`src/rtl/c2h_pkg.sv`:
```
package c2h_pkg;
  typedef enum logic [1:0] {
    KIND_EXIT    = 2'd0,
    KIND_CHAR    = 2'd1,
    KIND_INT_LO  = 2'd2,
    KIND_INT_HI  = 2'd3
  } msg_kind_e;

  typedef struct packed {
    msg_kind_e   kind;
    logic [15:0] payload;
  } msg_t;

  localparam int unsigned KIND_LSB = 16;
  localparam int unsigned MSG_W    = $bits(msg_t);
endpackage

```
`src/rtl/c2h_fifo.sv`:
```
module c2h_fifo #(
  parameter int unsigned W     = 18,
  parameter int unsigned DEPTH = 4
) (
  input  logic         clk,
  input  logic         rst_n,
  input  logic         push,
  input  logic [W-1:0] push_data,
  input  logic         pop,
  output logic [W-1:0] head,
  output logic         empty,
  output logic         full
);
  localparam int unsigned PTR_W = (DEPTH > 1) ? $clog2(DEPTH) : 1;
  localparam int unsigned CNT_W = $clog2(DEPTH + 1);
  localparam logic [PTR_W-1:0] LAST = PTR_W'(DEPTH - 1);
  localparam logic [CNT_W-1:0] FULL_CNT = CNT_W'(DEPTH);

  logic [W-1:0]     slots [DEPTH];
  logic [PTR_W-1:0] wr_ptr, rd_ptr;
  logic [CNT_W-1:0] count;
  logic             do_push, do_pop;

  assign empty   = (count == '0);
  assign full    = (count == FULL_CNT);
  assign do_push = push && !full;
  assign do_pop  = pop && !empty;
  assign head    = slots[rd_ptr];

  always_ff @(posedge clk) begin
    if (do_push) slots[wr_ptr] <= push_data;
  end

  always_ff @(posedge clk or negedge rst_n) begin
    if (!rst_n) begin
      wr_ptr <= '0;
      rd_ptr <= '0;
      count  <= '0;
    end else begin
      if (do_push) wr_ptr <= (wr_ptr == LAST) ? '0 : wr_ptr + 1'b1;
      if (do_pop)  rd_ptr <= (rd_ptr == LAST) ? '0 : rd_ptr + 1'b1;
      case ({do_push, do_pop})
        2'b10:   count <= count + 1'b1;
        2'b01:   count <= count - 1'b1;
        default: count <= count;
      endcase
    end
  end
endmodule

```
`src/rtl/c2h_start_ctl.sv`:
```
module c2h_start_ctl #(
  parameter int unsigned ADDR_W = 32
) (
  input  logic              clk,
  input  logic              rst_n,
  input  logic              start_valid,
  input  logic [ADDR_W-1:0] start_addr,
  output logic              run_en,
  output logic [ADDR_W-1:0] run_pc
);
  always_ff @(posedge clk or negedge rst_n) begin
    if (!rst_n) begin
      run_en <= 1'b0;
      run_pc <= '0;
    end else if (start_valid && !run_en) begin
      run_en <= 1'b1;
      run_pc <= start_addr;
    end
  end
endmodule

```
`src/rtl/c2h_exit_trk.sv`:
```
module c2h_exit_trk
  import c2h_pkg::*;
(
  input  logic clk,
  input  logic rst_n,
  input  logic push,
  input  msg_t msg,
  output logic done,
  output logic exit_pass
);
  always_ff @(posedge clk or negedge rst_n) begin
    if (!rst_n) begin
      done      <= 1'b0;
      exit_pass <= 1'b0;
    end else if (push && !done && msg.kind == KIND_EXIT) begin
      done      <= 1'b1;
      exit_pass <= (msg.payload == 16'd0);
    end
  end
endmodule

```
`src/rtl/c2h_channel.sv`:
```
module c2h_channel
  import c2h_pkg::*;
#(
  parameter int unsigned ADDR_W = 32,
  parameter int unsigned DATA_W = 32,
  parameter int unsigned DEPTH  = 4
) (
  input  logic              clk,
  input  logic              rst_n,
  input  logic              start_valid,
  input  logic [ADDR_W-1:0] start_addr,
  output logic              run_en,
  output logic [ADDR_W-1:0] run_pc,
  input  logic              wr_valid,
  output logic              wr_ready,
  input  logic [DATA_W-1:0] wr_data,
  output logic              msg_valid,
  input  logic              msg_ready,
  output logic [1:0]        msg_type,
  output logic [15:0]       msg_payload,
  output logic              done,
  output logic              exit_pass
);
  msg_t in_msg, head_msg;
  logic fifo_empty, fifo_full, enq;

  assign in_msg.kind    = msg_kind_e'(wr_data[KIND_LSB+1:KIND_LSB]);
  assign in_msg.payload = wr_data[15:0];

  assign wr_ready = done || !fifo_full;
  assign enq      = wr_valid && wr_ready && !done;

  c2h_start_ctl #(.ADDR_W(ADDR_W)) u_start (
    .clk(clk), .rst_n(rst_n),
    .start_valid(start_valid), .start_addr(start_addr),
    .run_en(run_en), .run_pc(run_pc)
  );

  c2h_fifo #(.W(MSG_W), .DEPTH(DEPTH)) u_fifo (
    .clk(clk), .rst_n(rst_n),
    .push(enq), .push_data(in_msg),
    .pop(msg_ready), .head(head_msg),
    .empty(fifo_empty), .full(fifo_full)
  );

  c2h_exit_trk u_exit (
    .clk(clk), .rst_n(rst_n),
    .push(enq), .msg(in_msg),
    .done(done), .exit_pass(exit_pass)
  );

  assign msg_valid   = !fifo_empty;
  assign msg_type    = head_msg.kind;
  assign msg_payload = head_msg.payload;
endmodule

```
`config.mk`:
```
export PLATFORM = sky130hd
export DESIGN_NAME = c2h_channel
export DESIGN_NICKNAME = d
export VERILOG_FILES = /design/src/rtl/c2h_pkg.sv /design/src/rtl/c2h_fifo.sv /design/src/rtl/c2h_start_ctl.sv /design/src/rtl/c2h_exit_trk.sv /design/src/rtl/c2h_channel.sv
export SDC_FILE = /design/constraint.sdc
export NUM_CORES = 1
export LEC_CHECK = 0
export BUFFER_PORTS_ARGS = -buffer_cell sky130_fd_sc_hd__buf_2
export CAP_MARGIN = 0
export CORE_MARGIN = 3
export CORE_UTILIZATION = 56
export DETAILED_ROUTE_END_ITERATION = 12
export GPL_ROUTABILITY_DRIVEN = 0
export GPL_TIMING_DRIVEN = 0
export PLACE_DENSITY = 0.86
export SKIP_CTS_REPAIR_TIMING = 1
export SLEW_MARGIN = 20
export SYNTH_ARGS = -nofsm -noshare
export SYNTH_HDL_FRONTEND = slang
export SYNTH_HIERARCHICAL = 1
export SYNTH_SLANG_ARGS = --single-unit
```
`constraint.sdc`:
```
create_clock -name clk -period 3.5 [get_ports clk]
set_input_delay 0 -clock clk [delete_from_list [all_inputs] [get_ports clk]]
set_output_delay 0 -clock clk [all_outputs]
set_load 0.05 [all_outputs]
```
Word-level counts from Yosys, hierarchy flattened
Memory sizes are Yosys's and may differ from the RTL's. Index checks and enable logic that the tools add are counted.

RAM bits: 72. Memories kept: 1. Register bits: 42. Output and inout bits: 55. Word-level logic and storage cells: 38.

Reductions and logical operators: 16. Mux-type cells: 5. Equal/unequal tests: 5. Add/subtract/negate cells: 4.

Memory list: u_fifo.slots (depth 4, width 18, rd ports 1, clocked after Yosys merged registers in 0, wr ports 1, line c2h_fifo.sv:19) `logic [W-1:0] slots [DEPTH];`.

Operators by type and width (count): logical NOT 16 bit (1); logical AND 1 bit (7); == test 2 bit, second input constant (3); case mux 3 bit (2 select lines) (1); adder 2 x 1 -> 2 bit, second input constant (2); logical NOT 1 bit (4); two-way mux 2 bit (2); adder 3 x 1 -> 3 bit, second input constant (1); == test 3 bit, second input constant (1); logical NOT 3 bit (1); subtractor 3 x 1 -> 3 bit, second input constant (1); == test 2 x 1 -> 1 bit, second input constant (1); logical NOT 2 bit (1); two-way mux 1 bit (2); nonzero test 2 bit (1); logical OR 1 bit (1).

Logic depth before layout (Yosys ltp)
Gate-level depths: netlist of the first run.

Depth in word-level cells: 8. Gate-level depth with buffers: 10. Gate-level depth less buffers: 10.

Hierarchy
The synthesis of the first run kept the hierarchy.

Modules (own cells, without submodules): c2h_fifo (cells an instance 134, area an instance 3078.0 um^2, times used 1, seq. area each 2337.2 um^2); c2h_start_ctl (cells an instance 71, area an instance 1390.1 um^2, times used 1, seq. area each 825.8 um^2); c2h_exit_trk (cells an instance 11, area an instance 150.1 um^2, times used 1, seq. area each 50.0 um^2); c2h_channel (cells an instance 3, area an instance 22.5 um^2, times used 1, seq. area each 0.0 um^2).

Worst setup path after synthesis of the first run
Ideal clock, no wire load.

Kind: reg2reg. From: reg u_exit.done. To: reg u_fifo.count[2]. Path slack: 1.434 ns. Stages on the path, launching flop included: 10. Buffers on the path: 0. Data required time: 3.421 ns. Arrival: 1.987 ns. Period minus slack after synthesis: 2.066 ns. Path through: dfrtp_1 nor3b_2 nor2b_4 inv_1 ha_1 inv_1 fa_1 xor2_1 nor2_1 xor2_1.

Word-level cells in the longest chain between the ends: 6.

RTL lines: start: declaration (line c2h_exit_trk.sv:8) `output logic done,`; start signal: assignment (line c2h_exit_trk.sv:13) `done <= 1'b0;`; start signal: assignment (line c2h_exit_trk.sv:16) `done <= 1'b1;`; logical OR 1 bit (line c2h_channel.sv:30) `assign wr_ready = done || !fifo_full;`; logical AND 1 bit (line c2h_channel.sv:31) `assign enq = wr_valid && wr_ready && !done;`; logical AND 1 bit * (line c2h_channel.sv:31); net enq (line c2h_channel.sv:25) `logic fifo_empty, fifo_full, enq;`; logical AND 1 bit * (line c2h_fifo.sv:26) `assign do_push = push && !full;`; == test 2 x 1 -> 1 bit / == test 2 bit (equally long branches) (line c2h_fifo.sv:42) `case ({do_push, do_pop})`; case mux 3 bit (2 select lines) / nonzero test 2 bit (equally long branches); end signal: assignment (line c2h_fifo.sv:43) `2'b10: count <= count + 1'b1;`; end signal: assignment (line c2h_fifo.sv:44) `2'b01: count <= count - 1'b1;`; end signal: assignment (line c2h_fifo.sv:45) `default: count <= count;`; end: declaration (line c2h_fifo.sv:21) `logic [CNT_W-1:0] count;`.

Mark *: on every way through the listed nets, which the timed path passes. The rest lies on a longest branch. A chain may end at the register's enable or synchronous reset.

Worst setup path in the final report of the first run
From: reg u_fifo.count[0]. To: reg u_fifo.count[2].

Word-level cells in the longest chain between the ends: 8.

RTL lines: == test 3 bit * (line c2h_fifo.sv:25) `assign full = (count == FULL_CNT);`; net fifo_full (line c2h_channel.sv:25); logical NOT 1 bit * (line c2h_channel.sv:30); logical OR 1 bit * (line c2h_channel.sv:30); logical AND 1 bit * (2 in series) (line c2h_channel.sv:31); net enq (line c2h_channel.sv:25); logical AND 1 bit * (line c2h_fifo.sv:26); == test 2 x 1 -> 1 bit / == test 2 bit (equally long branches) (line c2h_fifo.sv:42); case mux 3 bit (2 select lines) / nonzero test 2 bit (equally long branches).

Marked as above.

==> impl_metrics.csv, run 1 <==
group,metric,value,unit
global_route,met2_usage,30.6,%
sta,worst_slew_pin_slew,0.928,ns
cells_and_area,design_area,6490,um^2
route,vias,2695,
synth,ys_warn_count,6,
synth,synthSimpleGateAreaFrac,4.80,%
route,vias_per_cell,5.23,
place,hpwl,5530,um
synth,ys_top_cells_by_area,"edfxtp_1 (47%), dfrtp_1 (23%), mux2_4 (10%)",
synth,syn_nets,295,
clock_tree,cts_tree,"done",
sta,whs,0.0486,ns
global_route,grt_max_degree,43,
cells_and_area,final_cells,515,
clock_tree,h-tree-depth,4,
global_route,grt_pass1_wl,14100,um
synth,synth_top_family_by_area,"multiplexers",
worst_setup_path,start_kind,"register",
sta,hold_viol,0,
worst_setup_path,path_class,"register to register",
job,maxCapViolCount,0,
cells_and_area,fin_nets,476,
power_and_ir_drop,seq_power_share,32.9,%
sta,fin_skew,0.00750,ns
synth,synth_seq_cells,114,
power_and_ir_drop,p_sw_share,34.4,%
global_route,grt-ovfl-total,0,
outcome,status,"finished, final reports clean",
route,routed_wl,10200,um
worst_setup_path,cp_slowest_cell,"dfrtp_1",
sta,fmax,0.452,GHz
synth,async_flop_share,36.8,%
sta,grt_setup_unrepaired,"no",
cells_and_area,syn2layout_area_growth,39.8,%
synth,synth_top_area_share,46.6,%
place,place_inst,430,
clock_tree,cts.reportedPaths.clkPinSlew,0.06,ns
place,place_area,5310,um^2
place,port_buffers,109,
global_route,globalRouteMet3Util,7.35,%
floorplan,die-area,9410,um^2
cells_and_area,diodes,0,
route,drtIter0Drc,132,
route,ant_nets,0,
floorplan,core_area,7890,um^2
synth,ys_seq_area_share,69.2,%
global_route,grt_use_met1,25.3,%
floorplan,rows,32,
synth,synth_xor_area_share,0.566,%
worst_setup_path,worstPathMaxFanout,7,
global_route,grt_pass1_vias,2735,
power_and_ir_drop,pwr-share-clk,35.4,%
power_and_ir_drop,p_int,3.43,mW
synth,avgSynthCellArea,21.2,um^2
clock_tree,clock-sinks,114,
worst_setup_path,path_delay_family,"simple AND/OR/NAND/NOR gates",
worst_setup_path,cp_data_required_time,3.92,ns
sta,maxSlewHeadroom,38.1,%
power_and_ir_drop,ir_drop,0.400,mV
floorplan,chipWidth,97.0,um
sta,finalSetupTns,0,ns
synth,syn_inst,219,
route,drc,0,
global_route,grt-busiest-layer,"met2",
clock_tree,insertion_delay,0.50,ns
route,first_pass_iters,4,
power_and_ir_drop,pwr-share-comb,31.7,%
worst_setup_path,crit_buf_inv,2,
power_and_ir_drop,finalPower,5.24,mW
sta,final.period_utilization,63.2,%
synth,synth_compound_area_share,0,%
sta,drv_slew,0,
worst_setup_path,critPathMaxStageDelay,0.44,ns
synth,synth_top_area_cell,"edfxtp_1",
floorplan,die-height,97.0,um
synth,synth_edf_count,72,
floorplan,io-pin-count,124,
global_route,grt_usage,19.7,%
worst_setup_path,cp_data_arrival_time,2.63,ns
synth,yosysUniqueCellTypes,27,
power_and_ir_drop,leakage,2.70,nW
worst_setup_path,critPathCaptureType,"register",
global_route,antenna_found_initial,0,
cells_and_area,drive_gt1_share,53.0,%
clock_tree,cts_buffers,17,
power_and_ir_drop,p_sw,1.80,mW
synth,yosys-mux-area-fraction,20.5,%
synth,ys.flop_type,"edfxtp_1",
clock_tree,cts_buffer_depth,2,
synth,synth_area,4640,um^2
sta,min_period,2.21,ns
worst_setup_path,crit_path_cell_trace,"nor3b_4 > nor3b_2 > nor2b_4 > inv_1 > ha_1 > inv_1 > fa_1 > xor2_1 > nor2_1 > xor2_1",
sta,setup_viol_count_final,0,
route,wire_per_inst,19.7,um
worst_hold_path,hold_path.class,"primary input to register",
clock_tree,cts_root_buffer,"clkbuf_8",
floorplan,initial_utilization,58.8,%
synth,yosys.area_share.adder,2.05,%
power_and_ir_drop,p_per_area,808,nW/um^2
## state kept, by name, summed over array words and instances, names as in the netlist
| signal | count |
|---|---|
| u_fifo/count | 3 |
| u_fifo/wr_ptr | 2 |
| u_fifo/slots | 72 |
| u_exit/exit_pass | 1 |
| u_start/run_pc | 32 |
| u_fifo/rd_ptr | 2 |
| u_exit/done | 1 |
| u_start/run_en | 1 |
## layout by cell type, fill, tap and decap left out, drive strengths merged, types with 2 or more instances in the layout
| cell | count |
|---|---|
| buf | 117 |
| and2 | 4 |
| ha | 6 |
| clkbuf | 17 |
| nand2b | 2 |
| nor3b | 2 |
| mux2 | 36 |
| xor2 | 2 |
| nor2b | 2 |
| mux4 | 18 |
| edfxtp | 72 |
| mux2i | 2 |
| bufinv | 5 |
| or2 | 2 |
| nor2 | 3 |
| dfrtp | 42 |
| inv | 13 |
| clkinv | 5 |
| dlygate4sd3 | 53 |
| nor4 | 4 |
## area by class of cell
class                      instances  area, um^2
sequential                       114        3210
clock buffer                      17         414
multi-input combinational         88        1290
fill                             378        1400
tap                              102         128
timing repair buffer             162        1080
inverter                           9        33.8
buffer                             8        98.8
clock inverter                    15         228
## kinds of logic after synthesis
| group | Yosys count |
|---|---|
| flops | 114 |
| mux | 56 |
| simple gates | 22 |
| buf+inv | 17 |
| fa+ha+maj | 7 |
| xor+xnor | 3 |
## power groups by stage
stage | registers, mW | clock network (mW) | logic (mW)
after floorplan | 1.91 | 0 | 1.09
after global placement | 1.73 | 0 | 1.59
after detailed placement | 1.74 | 0 | 1.62
after CTS | 1.72 | 1.88 | 1.63
after global routing | 1.74 | 1.94 | 1.76
final | 1.72 | 1.85 | 1.66
## worst register-to-register path, cell delays in order (launching register included)
cell and delay, ns:
dfrtp_1 0.44, nor3b_4 0.33, nor3b_2 0.10, nor2b_4 0.16
inv_1 0.07, ha_1 0.17, inv_1 0.06, fa_1 0.37
xor2_1 0.15, nor2_1 0.11, xor2_1 0.16
## final timing paths
| path | start | cells past startpoint | slack, ns | to |
|---|---|---|---|---|
| max in group asynchronous | rst_n | 2 | 2.70 | u_start/run_pc[30] |
| worst min register to register | u_start/run_pc[31] | 1 | 0.51 | u_start/run_pc[31] |
| worst min-delay path | wr_valid | 4 | 0.05 | u_exit/exit_pass |
| worst max-delay path | u_fifo/count[0] | 10 | 1.29 | u_fifo/count[2] |
| worst max register to register | u_fifo/count[0] | 10 | 1.29 | u_fifo/count[2] |
| min in group asynchronous | rst_n | 2 | 0.22 | u_start/run_pc[24] |
## synthesized netlist by cell type, types with 2 or more instances
cell type and instances:
edfxtp_1 72, dfrtp_1 42, mux2_4 32, mux4_2 18, inv_1 9, ha_1 6
and2_2 4, mux2_2 4, nor4_2 4, buf_12 3, buf_4 3, nor2_1 3
mux2i_1 2, nor2b_4 2, or2_2 2, xor2_1 2
## through the flow
step	setup WS [ns]	util, %
floorplan	1.43	-
global placement	1.35	67.4
detailed placement	1.30	67.4
CTS	1.28	75.5
global route	1.14	82.2
finish	1.29	82.2
## layer usage
layer,up-vias,part of all wire [%]
li1,1207,-
met1,1367,40
met2,107,52
met3,14,5.8
met4,0,1.9
met5,-,0
(Power assumes the default switching activity.)
==> inputs of run 2 (changes only) <==
--- a/config.mk
+++ b/config.mk
@@ -8,11 +8,11 @@
 export BUFFER_PORTS_ARGS = -buffer_cell sky130_fd_sc_hd__buf_2
 export CAP_MARGIN = 0
 export CORE_MARGIN = 3
-export CORE_UTILIZATION = 56
+export CORE_UTILIZATION = 52
 export DETAILED_ROUTE_END_ITERATION = 12
 export GPL_ROUTABILITY_DRIVEN = 0
 export GPL_TIMING_DRIVEN = 0
-export PLACE_DENSITY = 0.86
+export PLACE_DENSITY = 0.81
 export SKIP_CTS_REPAIR_TIMING = 1
 export SLEW_MARGIN = 20
 export SYNTH_ARGS = -nofsm -noshare
==> constraint.sdc (replaced) <==
create_clock -name clk -period 2.1 [get_ports clk]
set_input_delay 0 -clock clk [delete_from_list [all_inputs] [get_ports clk]]
set_output_delay 0 -clock clk [all_outputs]
set_load 0.05 [all_outputs]
==> run 2 against run 1 <==
Against the previous run: design area is 1.4% higher; utilization is 4.1 points lower; die area is 7.2% higher; cell count is 1.6% higher; fmax is 10% higher; sequential cell count stayed put; clock-buffer cell count stayed put; hold slack better by 0.048 ns; power is 71% higher; first-iteration DRC count is 11% lower; clock power is 75% higher.
==> impl_metrics.csv, run 2 (synthesized netlist as in run 1, its figures left out) <==
group,metric,value,unit
cells_and_area,syn2layout_area_growth,41.8,%
sta,finalSetupTns,0,ns
floorplan,initial_utilization,55.1,%
clock_tree,insertion_delay,0.50,ns
global_route,grt_max_degree,43,
sta,final.period_utilization,95.7,%
worst_hold_path,min_from,"wr_valid",
global_route,grt_usage,18.1,%
route,first_pass_iters,4,
sta,setup_viol_count_final,0,
power_and_ir_drop,pwr-share-clk,36.2,%
sta,fin_skew,0.00826,ns
place,port_buffers,109,
clock_tree,cts_tree,"done",
cells_and_area,finish.utilization,78.1,%
cells_and_area,reg_top3,"u_fifo/slots (72), u_start/run_pc (32), u_fifo/count (3)",
clock_tree,h-tree-depth,4,
route,ant_nets,0,
cells_and_area,layout.cells.most_common,"buf_2",
floorplan,io-pin-count,124,
worst_setup_path,start_kind,"register",
clock_tree,cts.reportedPaths.clkPinSlew,0.05,ns
global_route,grt_pass1_vias,2641,
global_route,antenna_found_initial,0,
clock_tree,cts_root_buffer,"clkbuf_8",
sta,worst_slew_pin_slew,0.913,ns
power_and_ir_drop,p_int,6.01,mW
worst_setup_path,cp_data_required_time,2.23,ns
power_and_ir_drop,seq_power_share,32.0,%
worst_setup_path,r2r_start,"u_fifo/count[2]",
cells_and_area,layout_common_cells,"buf_2 (110), edfxtp_1 (72), dlygate4sd3_1 (53), dfrtp_1 (40), mux2_4 (32)",
worst_setup_path,worstPathMaxFanout,18,
outcome,status,"finished, final reports clean",
sta,hold_viol,0,
global_route,grt_pass1_wl,13600,um
sta,grt_setup_unrepaired,"yes",
floorplan,die-height,100,um
worst_setup_path,critPathLaunch,"u_fifo/count[2]",
clock_tree,clock-sinks,114,
route,routed_wl,9590,um
cells_and_area,largest_register_ffs,72,
cells_and_area,top_register,"u_fifo/slots",
floorplan,core_area,8420,um^2
place,place_inst,433,
sta,maxSlewHeadroom,39.1,%
power_and_ir_drop,p_per_area,1360,nW/um^2
power_and_ir_drop,ir_drop,0.806,mV
cells_and_area,diodes,0,
power_and_ir_drop,pwr-share-comb,31.8,%
power_and_ir_drop,p_sw,2.95,mW
sta,min_period,2.01,ns
cells_and_area,final_cells,523,
global_route,grt-ovfl-total,0,
place,hpwl,5450,um
worst_hold_path,hold_path.class,"primary input to register",
floorplan,rows,33,
floorplan,die-area,10100,um^2
clock_tree,cts_buffers,17,
route,drc,0,
power_and_ir_drop,finalPower,8.96,mW
job,maxCapViolCount,0,
worst_setup_path,critPathMaxStageDelay,0.50,ns
route,wire_per_inst,18.3,um
sta,drv_slew,0,
power_and_ir_drop,p_sw_share,33.0,%
worst_setup_path,cp_data_arrival_time,2.14,ns
cells_and_area,drive_gt1_share,55.0,%
route,vias_per_cell,5.05,
floorplan,chipWidth,100,um
sta,fmax,0.498,GHz
clock_tree,cts_buffer_depth,2,
route,drtIter0Drc,117,
worst_setup_path,critPathCaptureType,"register",
worst_setup_path,crit_path_cell_trace,"nor3b_4 > nor3b_2 > nor2b_4 > buf_4 > and2_2",
worst_setup_path,path_class,"register to register",
power_and_ir_drop,leakage,2.74,nW
cells_and_area,n_fill_cell,485,
route,vias,2639,
worst_setup_path,cp_slowest_cell,"and2_2",
cells_and_area,fin_nets,481,
[run 2: path summary, 6_finish.rpt]
kind                                             to  slack, ns  depth (start not counted)
worst min-delay path               u_fifo/wr_ptr[0]        0.1                          4
worst max-delay path            u_fifo/slots[1][10]       0.09                          5
worst max register to register  u_fifo/slots[1][10]       0.09                          5
worst min register to register   u_start/run_pc[28]       0.51                          1
min in group asynchronous        u_start/run_pc[21]       0.18                          2
max in group asynchronous           u_fifo/count[1]       1.29                          2
[run 2: layout make-up]
type,instances,area (um^2),area share (%)
clock buffer,17,414,6.29
clock inverter,15,263,3.99
multi-input combinational,88,1310,19.9
tap,105,131,2.00
sequential,114,3220,48.9
inverter,9,33.8,0.513
buffer,8,98.8,1.50
timing repair buffer,167,1110,16.9
[run 2: critical path, delay by kind of cell (launching register included)]
| family | cells | cell delay, ns |
|---|---|---|
| DFF | 1 | 0.41 |
| and+or+nand+nor | 4 | 1.08 |
| buffers and inverters | 1 | 0.15 |
[run 2: power by group through the flow]
| stage | Clock [mW] | Sequential, mW | Combinational (mW) |
|---|---|---|---|
| 2_1_floorplan | 0 | 3.18 | 1.82 |
| 3_3_place_gp | 0 | 2.88 | 2.66 |
| 3_5_place_dp | 0 | 2.90 | 2.69 |
| 4_1_cts | 3.29 | 2.87 | 2.71 |
| 5_1_grt | 3.42 | 2.90 | 3.03 |
| 6_report | 3.24 | 2.87 | 2.85 |
[run 2: through the flow]
step                      cell area [um^2]  setup slack, ns  hold WS [ns]
after floorplan                       4640           0.0339        -0.296
after global placement                5320          -0.0613         0.179
after detailed placement              5320          -0.0727         0.184
after CTS                             5990           -0.131        -0.346
after global routing                  6580          -0.0486        0.0944
final                                 6580           0.0908        0.0963
[run 2: routing by layer]
metal / GRT usage [%] / routed length (um) / vias to the layer above
li1: - / - / 1217
met1: 22.5 / 3980 / 1300
met2: 29.3 / 4870 / 108
met3: 7.47 / 606 / 14
met4: 5.18 / 130 / 0
met5: 0 / 0 / -
